<file path="src/rtl/stc_pkg.sv">
package stc_pkg;
  localparam logic [31:0] REV_WORD = 32'h0000_0021;
  localparam int unsigned REV_IDX  = 0;   // byte 0x00
  localparam int unsigned CNT_IDX  = 4;   // byte 0x10

  typedef enum logic [1:0] {
    SZ_BYTE = 2'd0,
    SZ_HALF = 2'd1,
    SZ_WORD = 2'd2,
    SZ_RSVD = 2'd3
  } acc_size_e;

  function automatic logic [15:0] low_part(input logic [31:0] w);
    return w[15:0];
  endfunction

  function automatic logic [15:0] high_part(input logic [31:0] w);
    return w[31:16];
  endfunction

  function automatic logic [31:0] widen16(input logic [15:0] h);
    return {16'h0000, h};
  endfunction
endpackage

</file>
<file path="src/rtl/stc_tick_sync.sv">
module stc_tick_sync (
  input  logic clk,
  input  logic rst_n,
  input  logic tick_async,
  output logic tick_pulse
);
  logic meta_q, sync_q, prev_q;

  always_ff @(posedge clk or negedge rst_n) begin
    if (!rst_n) begin
      meta_q <= 1'b0;
      sync_q <= 1'b0;
      prev_q <= 1'b0;
    end else begin
      meta_q <= tick_async;
      sync_q <= meta_q;
      prev_q <= sync_q;
    end
  end

  assign tick_pulse = sync_q & ~prev_q;

  // an edge yields a single-cycle enable
  a_r2_single_pulse: assert property (@(posedge clk) disable iff (!rst_n)
    tick_pulse |=> !tick_pulse);
endmodule

</file>
<file path="src/rtl/stc_counter.sv">
module stc_counter #(
  parameter int unsigned CNT_W = 32
) (
  input  logic             clk,
  input  logic             rst_n,
  input  logic             inc,
  output logic [CNT_W-1:0] count
);
  localparam logic [CNT_W-1:0] ONE = CNT_W'(1);

  always_ff @(posedge clk or negedge rst_n) begin
    if (!rst_n)   count <= '0;
    else if (inc) count <= count + ONE;
  end

  a_r2_hold_without_tick: assert property (@(posedge clk) disable iff (!rst_n)
    !inc |=> $stable(count));
  a_r3_wrap_to_zero: assert property (@(posedge clk) disable iff (!rst_n)
    (inc && (&count)) |=> (count == '0));
endmodule

</file>
<file path="src/rtl/stc_bus_regs.sv">
module stc_bus_regs
  import stc_pkg::*;
#(
  parameter int unsigned ADDR_W = 8
) (
  input  logic              clk,
  input  logic              rst_n,
  input  logic              sel,
  input  logic              wr,
  input  logic [1:0]        size,
  input  logic [ADDR_W-1:0] addr,
  input  logic [31:0]       count_word,
  output logic [31:0]       rd_data,
  output logic              rd_valid,
  output logic              err
);
  localparam int unsigned IDX_W = ADDR_W - 2;

  logic [IDX_W-1:0] word_idx;
  logic             reg_hit;
  logic [31:0]      reg_val;
  logic [31:0]      nxt_data;
  logic             nxt_err;
  logic             cap_en;
  logic [15:0]      cap_val;
  logic [15:0]      hold_q;
  acc_size_e        sz;

  assign word_idx = addr[ADDR_W-1:2];
  assign sz       = acc_size_e'(size);

  always_comb begin
    reg_hit = 1'b1;
    reg_val = '0;
    if (word_idx == IDX_W'(REV_IDX))      reg_val = REV_WORD;
    else if (word_idx == IDX_W'(CNT_IDX)) reg_val = count_word;
    else                                  reg_hit = 1'b0;
  end

  always_comb begin
    nxt_data = '0;
    nxt_err  = 1'b0;
    cap_en   = 1'b0;
    cap_val  = '0;
    if (sel && wr) begin
      nxt_err = 1'b1;
    end else if (sel) begin
      unique case (sz)
        SZ_WORD: begin
          if (reg_hit && addr[1:0] == 2'b00) nxt_data = reg_val;
          else                               nxt_err  = 1'b1;
        end
        SZ_HALF: begin
          if (addr[0]) begin
            nxt_err = 1'b1;
          end else if (addr[1]) begin
            nxt_data = widen16(hold_q);
          end else begin
            cap_en   = 1'b1;
            cap_val  = high_part(reg_val);
            nxt_data = widen16(low_part(reg_val));
            nxt_err  = !reg_hit;
          end
        end
        default: nxt_err = 1'b1;
      endcase
    end
  end

  always_ff @(posedge clk or negedge rst_n) begin
    if (!rst_n) begin
      hold_q   <= '0;
      rd_data  <= '0;
      rd_valid <= 1'b0;
      err      <= 1'b0;
    end else begin
      if (cap_en) hold_q <= cap_val;
      if (sel)    rd_data <= nxt_data;
      rd_valid <= sel && !wr;
      err      <= nxt_err;
    end
  end

  a_r5_quiet_without_strobe: assert property (@(posedge clk) disable iff (!rst_n)
    !sel |=> (!rd_valid && !err));
  a_r9_write_flags_error: assert property (@(posedge clk) disable iff (!rst_n)
    (sel && wr) |=> (err && !rd_valid && rd_data == '0));
  a_r9_hold_untouched: assert property (@(posedge clk) disable iff (!rst_n)
    !(sel && !wr && sz == SZ_HALF && addr[1:0] == 2'b00) |=> $stable(hold_q));
  a_r8_error_means_zero: assert property (@(posedge clk) disable iff (!rst_n)
    err |-> (rd_data == '0));
endmodule

</file>
<file path="src/rtl/sync_tick_counter.sv">
module sync_tick_counter #(
  parameter int unsigned ADDR_W = 8,
  parameter int unsigned CNT_W  = 32
) (
  input  logic              clk,
  input  logic              rst_n,
  input  logic              tick_async,
  input  logic              bus_sel,
  input  logic              bus_wr,
  input  logic [1:0]        bus_size,
  input  logic [ADDR_W-1:0] bus_addr,
  output logic [31:0]       rd_data,
  output logic              rd_valid,
  output logic              bus_err
);
  logic             tick_en;
  logic [CNT_W-1:0] count;
  logic [31:0]      count_word;

  stc_tick_sync u_sync (
    .clk        (clk),
    .rst_n      (rst_n),
    .tick_async (tick_async),
    .tick_pulse (tick_en)
  );

  stc_counter #(.CNT_W(CNT_W)) u_cnt (
    .clk   (clk),
    .rst_n (rst_n),
    .inc   (tick_en),
    .count (count)
  );

  generate
    if (CNT_W < 32) begin : g_pad
      assign count_word = {{(32-CNT_W){1'b0}}, count};
    end else begin : g_full
      assign count_word = count[31:0];
    end
  endgenerate

  stc_bus_regs #(.ADDR_W(ADDR_W)) u_regs (
    .clk        (clk),
    .rst_n      (rst_n),
    .sel        (bus_sel),
    .wr         (bus_wr),
    .size       (bus_size),
    .addr       (bus_addr),
    .count_word (count_word),
    .rd_data    (rd_data),
    .rd_valid   (rd_valid),
    .err        (bus_err)
  );
endmodule

</file>
<file path="config.mk">
export PLATFORM = sky130hd
export DESIGN_NAME = sync_tick_counter
export DESIGN_NICKNAME = d
export VERILOG_FILES = /design/src/rtl/stc_pkg.sv /design/src/rtl/stc_tick_sync.sv /design/src/rtl/stc_counter.sv /design/src/rtl/stc_bus_regs.sv /design/src/rtl/sync_tick_counter.sv
export SDC_FILE = /design/constraint.sdc
export NUM_CORES = 1
export LEC_CHECK = 0
export BUFFER_PORTS_ARGS = -buffer_cell sky130_fd_sc_hd__buf_2
export CAP_MARGIN = 10
export CELL_PAD_IN_SITES_DETAIL_PLACEMENT = 0
export CELL_PAD_IN_SITES_GLOBAL_PLACEMENT = 1
export CORE_MARGIN = 1
export CORE_UTILIZATION = 46
export CTS_CLUSTER_DIAMETER = 60
export DETAILED_ROUTE_END_ITERATION = 16
export PLACE_DENSITY_LB_ADDON = 0.08
export RECOVER_POWER = 25
export SLEW_MARGIN = 10
export SYNTH_ARGS = -nofsm -noshare
export SYNTH_HDL_FRONTEND = slang
export SYNTH_SLANG_ARGS = --single-unit
</file>
<file path="constraint.sdc">
create_clock -name clk -period 1.9 [get_ports clk]
set_input_delay 0.285 -clock clk [delete_from_list [all_inputs] [get_ports clk]]
set_output_delay 0.285 -clock clk [all_outputs]
set_load 0.01 [all_outputs]
</file>
==> impl_metrics.json, run 1 <==
{
  "placementRows": 31,
  "cts_root_buf": "clkbuf_8",
  "start_util_pct": 48.3,
  "antenna_found_initial": 0,
  "drive_gt1_share_pct": 24.0,
  "htree_levels": 3,
  "fin_worst_skew_ns": 0.0107,
  "grt_pass1_vias": 2509,
  "required_ns": 2.17,
  "final_util_pct": 57.8,
  "finalNonFillerCells": 458,
  "cts.sinks": 85,
  "drt_iter0_drc": 104,
  "max-vdd-ir-drop_v": 0.000411,
  "outcome": "finished, final reports clean",
  "path_class": "reg -> reg",
  "crit_chain": "nand4b_1 -> nor2_1 -> and3_1 -> xnor2_1",
  "timing.fmax_ghz": 0.598,
  "final_antenna_net_count": 0,
  "fillers": 642,
  "dp_slack_ns": 0.165,
  "rsz0062_at_grt": "false",
  "gr-usage-all-layers_pct": 20.3,
  "fin_tns_setup_ns": 0,
  "die_h_um": 89.9,
  "crit_fanout": 5,
  "setup_viol": 0,
  "synth_cells": 287,
  "final_nets": 372,
  "ys_warn_count": 0,
  "fp.dieW_um": 89.9,
  "hold_slack_ns": 0.0444,
  "clock_path_buffers": 2,
  "min_period_over_period_pct": 88.0,
  "grt_first_pass_wirelength_um": 12800,
  "synth_edf_count": 0,
  "grt-ovfl-total": 0,
  "vias": 2486,
  "yosysSeqAreaShare_pct": 59.8,
  "synth.distinct_cells": 39,
  "io_pins": 49,
  "setup_slack_ns": 0.228,
  "diodes": 0,
  "p_total_mw": 3.59,
  "place.gp.congestion": 0.729,
  "drt-wirelength-per-cell_um": 16.1,
  "first_pass_iters": 4,
  "insertion_delay_ns": 0.35,
  "worstHoldStart": "tick_async",
  "via_per_inst": 5.43,
  "syn_to_final_growth_pct": 19.7,
  "arrival_ns": 1.94,
  "async_flop_share_pct": 100,
  "drcViolationCount": 0,
  "finalHoldViolCount": 0,
  "final_max_slew_viol_count": 0,
  "ys.flop_type": "dfrtp_1",
  "die_area_mm2": 0.00809,
  "dp.cells": 441,
  "dpl_cell_area_mm2": 0.00404,
  "multi_input_area_mm2": 0.00131,
  "p_per_area_mw_per_mm2": 842,
  "maxSlewHeadroom_pct": 56.3,
  "wl_um": 7390,
  "reg2reg_from": "u_cnt.count[0]",
  "place_hpwl_um": 5270,
  "numCtsBuffers": 9,
  "maxCapViolCount": 0,
  "hold_class": "in -> reg",
  "seqCellArea_mm2": 0.00213,
  "setup.worst_path.end_class": "flip-flop",
  "synth_fp_nets": 305,
  "crit_path_start": "u_cnt.count[0]",
  "grt_max_degree": 43,
  "critPathMaxStageDelay_ns": 0.44,
  "startpoint_type": "flip-flop",
  "period_needed_ns": 1.67,
  "slowest_stage": "dfrtp_1",
  "worstMarginPinSlew_ns": 0.655,
  "ys_ff_latch": 85,
  "core_area_mm2": 0.00737,
  "final_area_mm2": 0.00426,
  "cts_tree": "done",
  "syn_area_mm2": 0.00356,
  "io_buffers": 48,
  "synth.avg_cell_area_um2": 12.4,
  "leakagePower_nw": 2.04,
  "path_clk_slew_ns": 0.08
}
==> placed cells by master (no fill, tap or decap), types with 2 or more instances in the layout <==
| cell type | n |
|---|---|
| dfrtp_1 | 85 |
| clkbuf_1 | 3 |
| a22o_1 | 32 |
| nand4_1 | 10 |
| a21oi_1 | 2 |
| clkbuf_8 | 11 |
| o21ai_0 | 16 |
| buf_2 | 46 |
| xor2_1 | 2 |
| buf_4 | 14 |
| a22oi_1 | 16 |
| nand2_1 | 8 |
| ha_1 | 3 |
| and3_1 | 4 |
| inv_1 | 18 |
| buf_12 | 2 |
| o2bb2ai_1 | 2 |
| nor3_1 | 3 |
| nand3_1 | 17 |
| nor4_4 | 4 |
| nand2b_1 | 3 |
| and4_1 | 3 |
| nor2_1 | 4 |
| xnor2_1 | 29 |
| bufinv_16 | 2 |
==> layer usage <==
metal | share of wire (%) | vias to the layer above | routed length (µm) | global-route usage [%]
li1 | - | 1172 | - | -
met1 | 46 | 1243 | 3420 | 27.2
met2 | 47 | 55 | 3480 | 31.3
met3 | 3.7 | 16 | 276 | 4.23
met4 | 2.8 | 0 | 210 | 10.6
met5 | 0 | - | 0 | 0
==> worst max-delay path, delay by kind of cell, from the launching register on <==
family           cells  cell delay (ns)
flip-flops           1             0.44
AND/OR/NAND/NOR      3             1.03
XOR/XNOR             1             0.12
==> cell usage after synthesis (all sizes together) (2+ instances only) <==
library cell	n	area, µm²
a21oi	2	10.0
a22o	32	280
a22oi	16	120
and2	2	12.5
and3	4	25.0
and4	3	26.3
buf	4	28.8
clkbuf	6	22.5
dfrtp	85	2130
ha	3	37.5
inv	18	67.6
nand2	8	30.0
nand2b	3	18.8
nand3	18	95.1
nand4	11	75.1
nor2	5	21.3
nor3	3	15.0
nor3b	2	20.0
nor4	5	91.3
o21ai	16	80.1
o2bb2ai	2	17.5
xnor2	29	254
xor2	2	17.5
==> sequential cells by signal, summed over array words and instances, names as in the netlist <==
name / cells
u_regs.err: 1
u_sync.meta_q: 1
u_sync.prev_q: 1
u_sync.sync_q: 1
u_regs.rd_valid: 1
u_regs.hold_q: 16
u_regs.rd_data: 32
u_cnt.count: 32
==> power breakdown <==
part / switching (mW) / internal (mW)
clock network: 0.612 / 0.814
logic: 0.146 / 0.0868
registers: 0.0585 / 1.87
==> cell type report <==
class / instances / share of cell area, %
clock buffers: 13 / 3.73
clock inverters: 3 / 1.59
inverters: 18 / 1.59
multi-input cells: 174 / 30.8
flip-flops and latches: 85 / 50.0
well taps: 99 / 2.91
repair buffers: 66 / 9.43
==> path summary, 6_finish.rpt <==
kind	to	slack, ns	cells past startpoint
max	u_cnt.count[7]	0.23	4
min	u_sync.meta_q	0.04	1
max reg2reg	u_cnt.count[7]	0.23	4
min reg2reg	u_sync.sync_q	0.36	0
max in group asynchronous	u_cnt.count[27]	0.34	3
min in group asynchronous	u_cnt.count[0]	0.49	2
==> cell families (layout without fill, tap and decap cells) <==
kind of cell / after synthesis / count (layout) / share of synthesized area (%)
flip-flops: 85 / 85 / 59.8
AO/OA/AOI/OAI: 70 / 70 / 14.8
buffers and inverters: 28 / 100 / 3.34
AND/OR/NAND/NOR: 70 / 70 / 13.4
adder cells (fa/ha/maj): 3 / 3 / 1.06
XOR/XNOR: 31 / 31 / 7.63
==> repair_timing <==
item	CTS	global route
buffers inserted	0	0
hold endpoints to repair	24	0
hold buffers	1	0
resized for setup	0	0
Power figures use the tool's default switching activity.
==> inputs of run 2 (changes only) <==
--- a/config.mk
+++ b/config.mk
@@ -6,14 +6,13 @@
 export NUM_CORES = 1
 export LEC_CHECK = 0
 export BUFFER_PORTS_ARGS = -buffer_cell sky130_fd_sc_hd__buf_2
-export CAP_MARGIN = 10
 export CELL_PAD_IN_SITES_DETAIL_PLACEMENT = 0
 export CELL_PAD_IN_SITES_GLOBAL_PLACEMENT = 1
 export CORE_MARGIN = 1
 export CORE_UTILIZATION = 46
 export CTS_CLUSTER_DIAMETER = 60
 export DETAILED_ROUTE_END_ITERATION = 16
-export PLACE_DENSITY_LB_ADDON = 0.08
+export PLACE_DENSITY_LB_ADDON = 0.1
 export RECOVER_POWER = 25
 export SLEW_MARGIN = 10
 export SYNTH_ARGS = -nofsm -noshare
==> run 2 against run 1 <==
Net effect: design area about the same; clock power increased by 6%; routed wire length increased by 2.6%; first-iteration DRC count decreased by 3.8%; clock skew decreased by 0.0028 ns; worst hold slack got worse by 0.0094 ns; clock-buffer cell count decreased by 4; die area unchanged; maximum frequency increased by 0.77%; utilization increased by 0.051 points; flip-flop and latch count unchanged; critical endpoint is now u_cnt.count[12]; sequential power about the same; largest power group unchanged.
==> impl_metrics.json, run 2 (synthesized netlist as in run 1, its figures left out) <==
{
  "antenna_found_initial": 0,
  "seqPwrFrac_pct": 52.5,
  "fin_worst_skew_ns": 0.00797,
  "gr-usage-met2_pct": 32.2,
  "dpl_cell_area_mm2": 0.00403,
  "final_cell_mix": "dfrtp_1 (85), buf_2 (47), a22o_1 (32)",
  "grt-ovfl-total": 0,
  "leakagePower_nw": 2.05,
  "reg_top3": "u_cnt.count: 32 flops, u_regs.rd_data: 32 flops, u_regs.hold_q: 16 flops",
  "hold_slack_ns": 0.0350,
  "final_util_pct": 57.8,
  "cts_tree": "done",
  "timing.fmax_ghz": 0.603,
  "drt_iter0_drc": 100,
  "vias": 2488,
  "drive_gt1_share_pct": 24.3,
  "final_max_slew_viol_count": 0,
  "insertion_delay_ns": 0.35,
  "drt-wirelength-per-cell_um": 16.6,
  "grt_max_degree": 44,
  "p_per_area_mw_per_mm2": 860,
  "via_per_inst": 5.44,
  "hold_class": "in -> reg",
  "reg2reg_from": "u_cnt.count[0]",
  "worstMarginPinSlew_ns": 0.922,
  "sw_frac_of_total_pct": 23.1,
  "grt_use_met1_pct": 28.3,
  "worstHoldStart": "tick_async",
  "required_ns": 2.14,
  "placementRows": 31,
  "final_antenna_net_count": 0,
  "htree_levels": 3,
  "maxCapViolCount": 0,
  "io_pins": 49,
  "start_util_pct": 48.3,
  "grt_first_pass_wirelength_um": 13000,
  "io_buffers": 48,
  "top_usage_layer": "met2",
  "place.gp.congestion": 0.760,
  "clock_path_buffers": 2,
  "syn_to_final_growth_pct": 19.8,
  "grtUsageMet3_pct": 3.30,
  "cts_hold_buf": 1,
  "period_needed_ns": 1.66,
  "die_area_mm2": 0.00809,
  "gr-usage-all-layers_pct": 20.6,
  "arrival_ns": 1.90,
  "max-vdd-ir-drop_v": 0.000480,
  "cts_root_buf": "clkbuf_8",
  "diodes": 0,
  "min_period_over_period_pct": 87.3,
  "drcViolationCount": 0,
  "wl_um": 7580,
  "maxSlewHeadroom_pct": 38.6,
  "startpoint_type": "flip-flop",
  "final_area_mm2": 0.00426,
  "fp.dieW_um": 89.9,
  "core_area_mm2": 0.00737,
  "setup.worst_path.end_class": "flip-flop",
  "crit_path_start": "u_cnt.count[0]",
  "fin_tns_setup_ns": 0,
  "p_sw_mw": 0.845,
  "finalHoldViolCount": 0,
  "post_cts_buffers": 0,
  "final_nets": 371,
  "crit_fanout": 6,
  "path_class": "reg -> reg",
  "first_pass_iters": 4,
  "outcome": "finished, final reports clean",
  "path_clk_slew_ns": 0.08,
  "place_hpwl_um": 5280,
  "cts.sinks": 85,
  "p_comb_share_pct": 6.3,
  "numCtsBuffers": 9,
  "p_int_mw": 2.82,
  "setup_viol": 0,
  "grt_pass1_vias": 2477,
  "p_clk_share_pct": 41.2,
  "die_h_um": 89.9,
  "layout_commonest_cell": "dfrtp_1",
  "post_cts_resized": 0,
  "rsz0062_at_grt": "false"
}
[run 2: cell count changes in the layout (fill, tap and decap cells not counted), sizes merged]
| cell | before | now |
|---|---|---|
| clkinv | 0 | 4 |
| bufinv | 2 | 3 |
| buf | 62 | 63 |
| clkbuf | 16 | 10 |
| clkinvlp | 1 | 0 |
[run 2: layout make-up]
class | count | area, µm²
flip-flops and latches | 85 | 2130
clock buffers | 9 | 124
fillers | 649 | 3110
multi-input cells | 174 | 1310
clock inverters | 7 | 114
well taps | 99 | 124
inverters | 18 | 67.6
repair buffers | 65 | 394
[run 2: final timing paths]
| kind | slack, ns | cells after the start | end |
|---|---|---|---|
| max reg2reg | 0.24 | 6 | u_cnt.count[12] |
| min reg2reg | 0.35 | 0 | u_sync.sync_q |
| min | 0.04 | 1 | u_sync.meta_q |
| max in group asynchronous | 0.40 | 3 | u_regs.rd_data[27] |
| max | 0.24 | 6 | u_cnt.count[12] |
| min in group asynchronous | 0.34 | 2 | u_sync.sync_q |
[run 2: power groups by stage]
stage / logic [mW] / clock network [mW] / registers [mW]
6_report: 0.231 / 1.51 / 1.92
2_1_floorplan: 0.131 / 0 / 1.95
5_1_grt: 0.264 / 1.61 / 1.93
3_5_place_dp: 0.236 / 0 / 1.96
4_1_cts: 0.240 / 1.54 / 1.92
3_3_place_gp: 0.235 / 0 / 1.96
[run 2: stage by stage]
step	cells	setup WS, ns	power, mW
final	457	0.241	3.67
after global routing	457	0.115	3.80
after CTS	457	0.248	3.70
after detailed placement	440	0.187	2.19
after global placement	440	0.196	2.19
after floorplan	287	0.244	2.08
[run 2: routing by layer]
layer	vias up	share of wire [%]
li1	1178	-
met4	0	2.1
met2	54	47
met5	-	0
met1	1243	47
met3	13	3.3
[run 2: worst max-delay path, stage by stage (launching register included)]
cell and delay, ns:
dfrtp_1 0.41, ha_1 0.16, nand3b_1 0.30, nor3_1 0.28, buf_4 0.15, nand4_1 0.11
xnor2_1 0.14
==> inputs of run 3 (changes only) <==
--- a/config.mk
+++ b/config.mk
@@ -8,12 +8,13 @@
 export BUFFER_PORTS_ARGS = -buffer_cell sky130_fd_sc_hd__buf_2
 export CELL_PAD_IN_SITES_DETAIL_PLACEMENT = 0
 export CELL_PAD_IN_SITES_GLOBAL_PLACEMENT = 1
+export CORE_ASPECT_RATIO = 0.75
 export CORE_MARGIN = 1
 export CORE_UTILIZATION = 46
 export CTS_CLUSTER_DIAMETER = 60
 export DETAILED_ROUTE_END_ITERATION = 16
 export PLACE_DENSITY_LB_ADDON = 0.1
-export RECOVER_POWER = 25
+export RECOVER_POWER = 50
 export SLEW_MARGIN = 10
 export SYNTH_ARGS = -nofsm -noshare
 export SYNTH_HDL_FRONTEND = slang
==> run 3 against run 2 <==
Net effect: maximum frequency decreased by 6.0%; worst hold slack worse by 0.0030 ns; power is 9.0% lower; first-iteration DRC count increased by 27%; flip-flop and latch count did not move; register-to-register slack worse by 0.10 ns; design area shrank 0.76%; sequential share of layout area up 0.38 points; critical endpoint is now u_cnt.count[7].
==> impl_metrics.json, run 3 (synthesized netlist as in run 1, its figures left out) <==
{
  "crit_family": "simple AND/OR/NAND/NOR gates",
  "drive_gt1_share_pct": 24.4,
  "crit_chain": "buf_4 -> nand4b_1 -> nor2_1 -> and3_1 -> xnor2_1",
  "period_needed_ns": 1.76,
  "maxCapViolCount": 0,
  "leakagePower_nw": 2.03,
  "slowest_stage": "nor2_1",
  "grt_first_pass_wirelength_um": 12500,
  "fin_tns_setup_ns": 0,
  "numCtsBuffers": 9,
  "cts_tree": "done",
  "gr-usage-all-layers_pct": 20.2,
  "startpoint_type": "flip-flop",
  "fp.dieW_um": 104,
  "drt-wirelength-per-cell_um": 15.8,
  "path_class": "reg -> reg",
  "die_h_um": 78.2,
  "drt_iter0_drc": 127,
  "grt_max_degree": 40,
  "grt-ovfl-total": 0,
  "via_per_inst": 5.24,
  "final_cell_mix": "dfrtp_1 (85), buf_2 (46), a22o_1 (32)",
  "clock_path_buffers": 2,
  "start_util_pct": 48.1,
  "vias": 2421,
  "first_pass_iters": 4,
  "path_buf_inv": 1,
  "hold_class": "in -> reg",
  "p_total_mw": 3.33,
  "post_cts_resized": 0,
  "htree_levels": 3,
  "finalHoldViolCount": 0,
  "min_period_over_period_pct": 92.9,
  "place_hpwl_um": 5190,
  "wl_um": 7300,
  "fin_worst_skew_ns": 0.0119,
  "seqCellArea_mm2": 0.00213,
  "core_area_mm2": 0.00740,
  "layout_commonest_cell": "dfrtp_1",
  "fillers": 628,
  "cts.sinks": 85,
  "required_ns": 2.17,
  "timing.fmax_ghz": 0.567,
  "io_buffers": 48,
  "insertion_delay_ns": 0.36,
  "final_max_slew_viol_count": 0,
  "final_nets": 374,
  "setup.worst_path.end_class": "flip-flop",
  "critPathMaxStageDelay_ns": 0.48,
  "path_clk_slew_ns": 0.09,
  "rsz0062_at_grt": "false",
  "diodes": 0,
  "cts_root_buf": "clkbuf_8",
  "final_antenna_net_count": 0,
  "drcViolationCount": 0,
  "setup_viol": 0,
  "place.gp.congestion": 0.822,
  "placementRows": 27,
  "crit_fanout": 5,
  "antenna_found_initial": 0,
  "grt_pass1_vias": 2371,
  "p_per_area_mw_per_mm2": 788,
  "max-vdd-ir-drop_v": 0.000520,
  "syn_to_final_growth_pct": 18.9,
  "reg_top3": "u_cnt.count: 32 flops, u_regs.rd_data: 32 flops, u_regs.hold_q: 16 flops",
  "worstMarginPinSlew_ns": 0.978,
  "outcome": "finished, final reports clean",
  "die_area_mm2": 0.00809,
  "maxSlewHeadroom_pct": 34.8,
  "multi_input_area_mm2": 0.00131,
  "arrival_ns": 2.04,
  "io_pins": 49
}
==> run 3: worst reg2reg max path, stage by stage (launching register included) <==
cell	delay [ns]
dfrtp_1	0.36
buf_4	0.13
nand4b_1	0.35
nor2_1	0.49
and3_1	0.24
xnor2_1	0.13
==> run 3: area by class of cell <==
class	instances	share of cell area [%]
Multi-Input combinational cell	174	30.9
Clock inverter	7	1.30
Inverter	18	1.60
Tap cell	101	2.99
Sequential cell	85	50.3
Clock buffer	9	2.93
Timing Repair Buffer	68	10.0
==> run 3: per-stage QoR <==
step | setup WS (ns) | cell area (µm²) | hold WS, ns | cells | utilization, %
floorplan | 0.244 | 3560 | -0.0106 | 287 | -
global placement | 0.153 | 4060 | 0.291 | 445 | 54.8
detailed placement | 0.0819 | 4060 | 0.291 | 445 | 54.8
CTS | 0.145 | 4240 | 0.0149 | 462 | 57.4
global route | 0.0449 | 4230 | 0.0209 | 462 | 57.2
finish | 0.136 | 4230 | 0.0320 | 462 | 57.2
==> run 3: worst paths after layout <==
kind,start,to,slack [ns],cells past startpoint
max in group asynchronous,rst_n,u_regs.rd_data[14],0.35,3
worst min register to register,u_sync.meta_q,u_sync.sync_q,0.37,0
worst max register to register,u_cnt.count[0],u_cnt.count[7],0.14,5
worst min-delay path,tick_async,u_sync.meta_q,0.03,1
worst max-delay path,u_cnt.count[0],u_cnt.count[7],0.14,5
min in group asynchronous,rst_n,u_regs.rd_data[31],0.61,2
==> run 3: layer usage <==
layer / wire length, µm / vias up / GRT usage (%)
met1: 3950 / 1150 / 31.4
li1: - / 1189 / -
met5: 0 / - / 0
met3: 405 / 10 / 4.49
met4: 88 / 0 / 5.65
met2: 2860 / 72 / 27.9
==> run 3: what timing repair did <==
item | in CTS | in global routing
endpoints found under the setup margin | 0 | 0
hold endpoints to repair | 37 | 0
setup buffers | 0 | 0
hold buffers | 1 | 0
==> run 3: power by group <==
part / leakage, nW / switching [mW] / internal (mW)
registers: 1.17 / 0.0414 / 1.87
logic: 0.774 / 0.163 / 0.105
clock network: 0.0866 / 0.669 / 0.488
total: 2.03 / 0.874 / 2.46
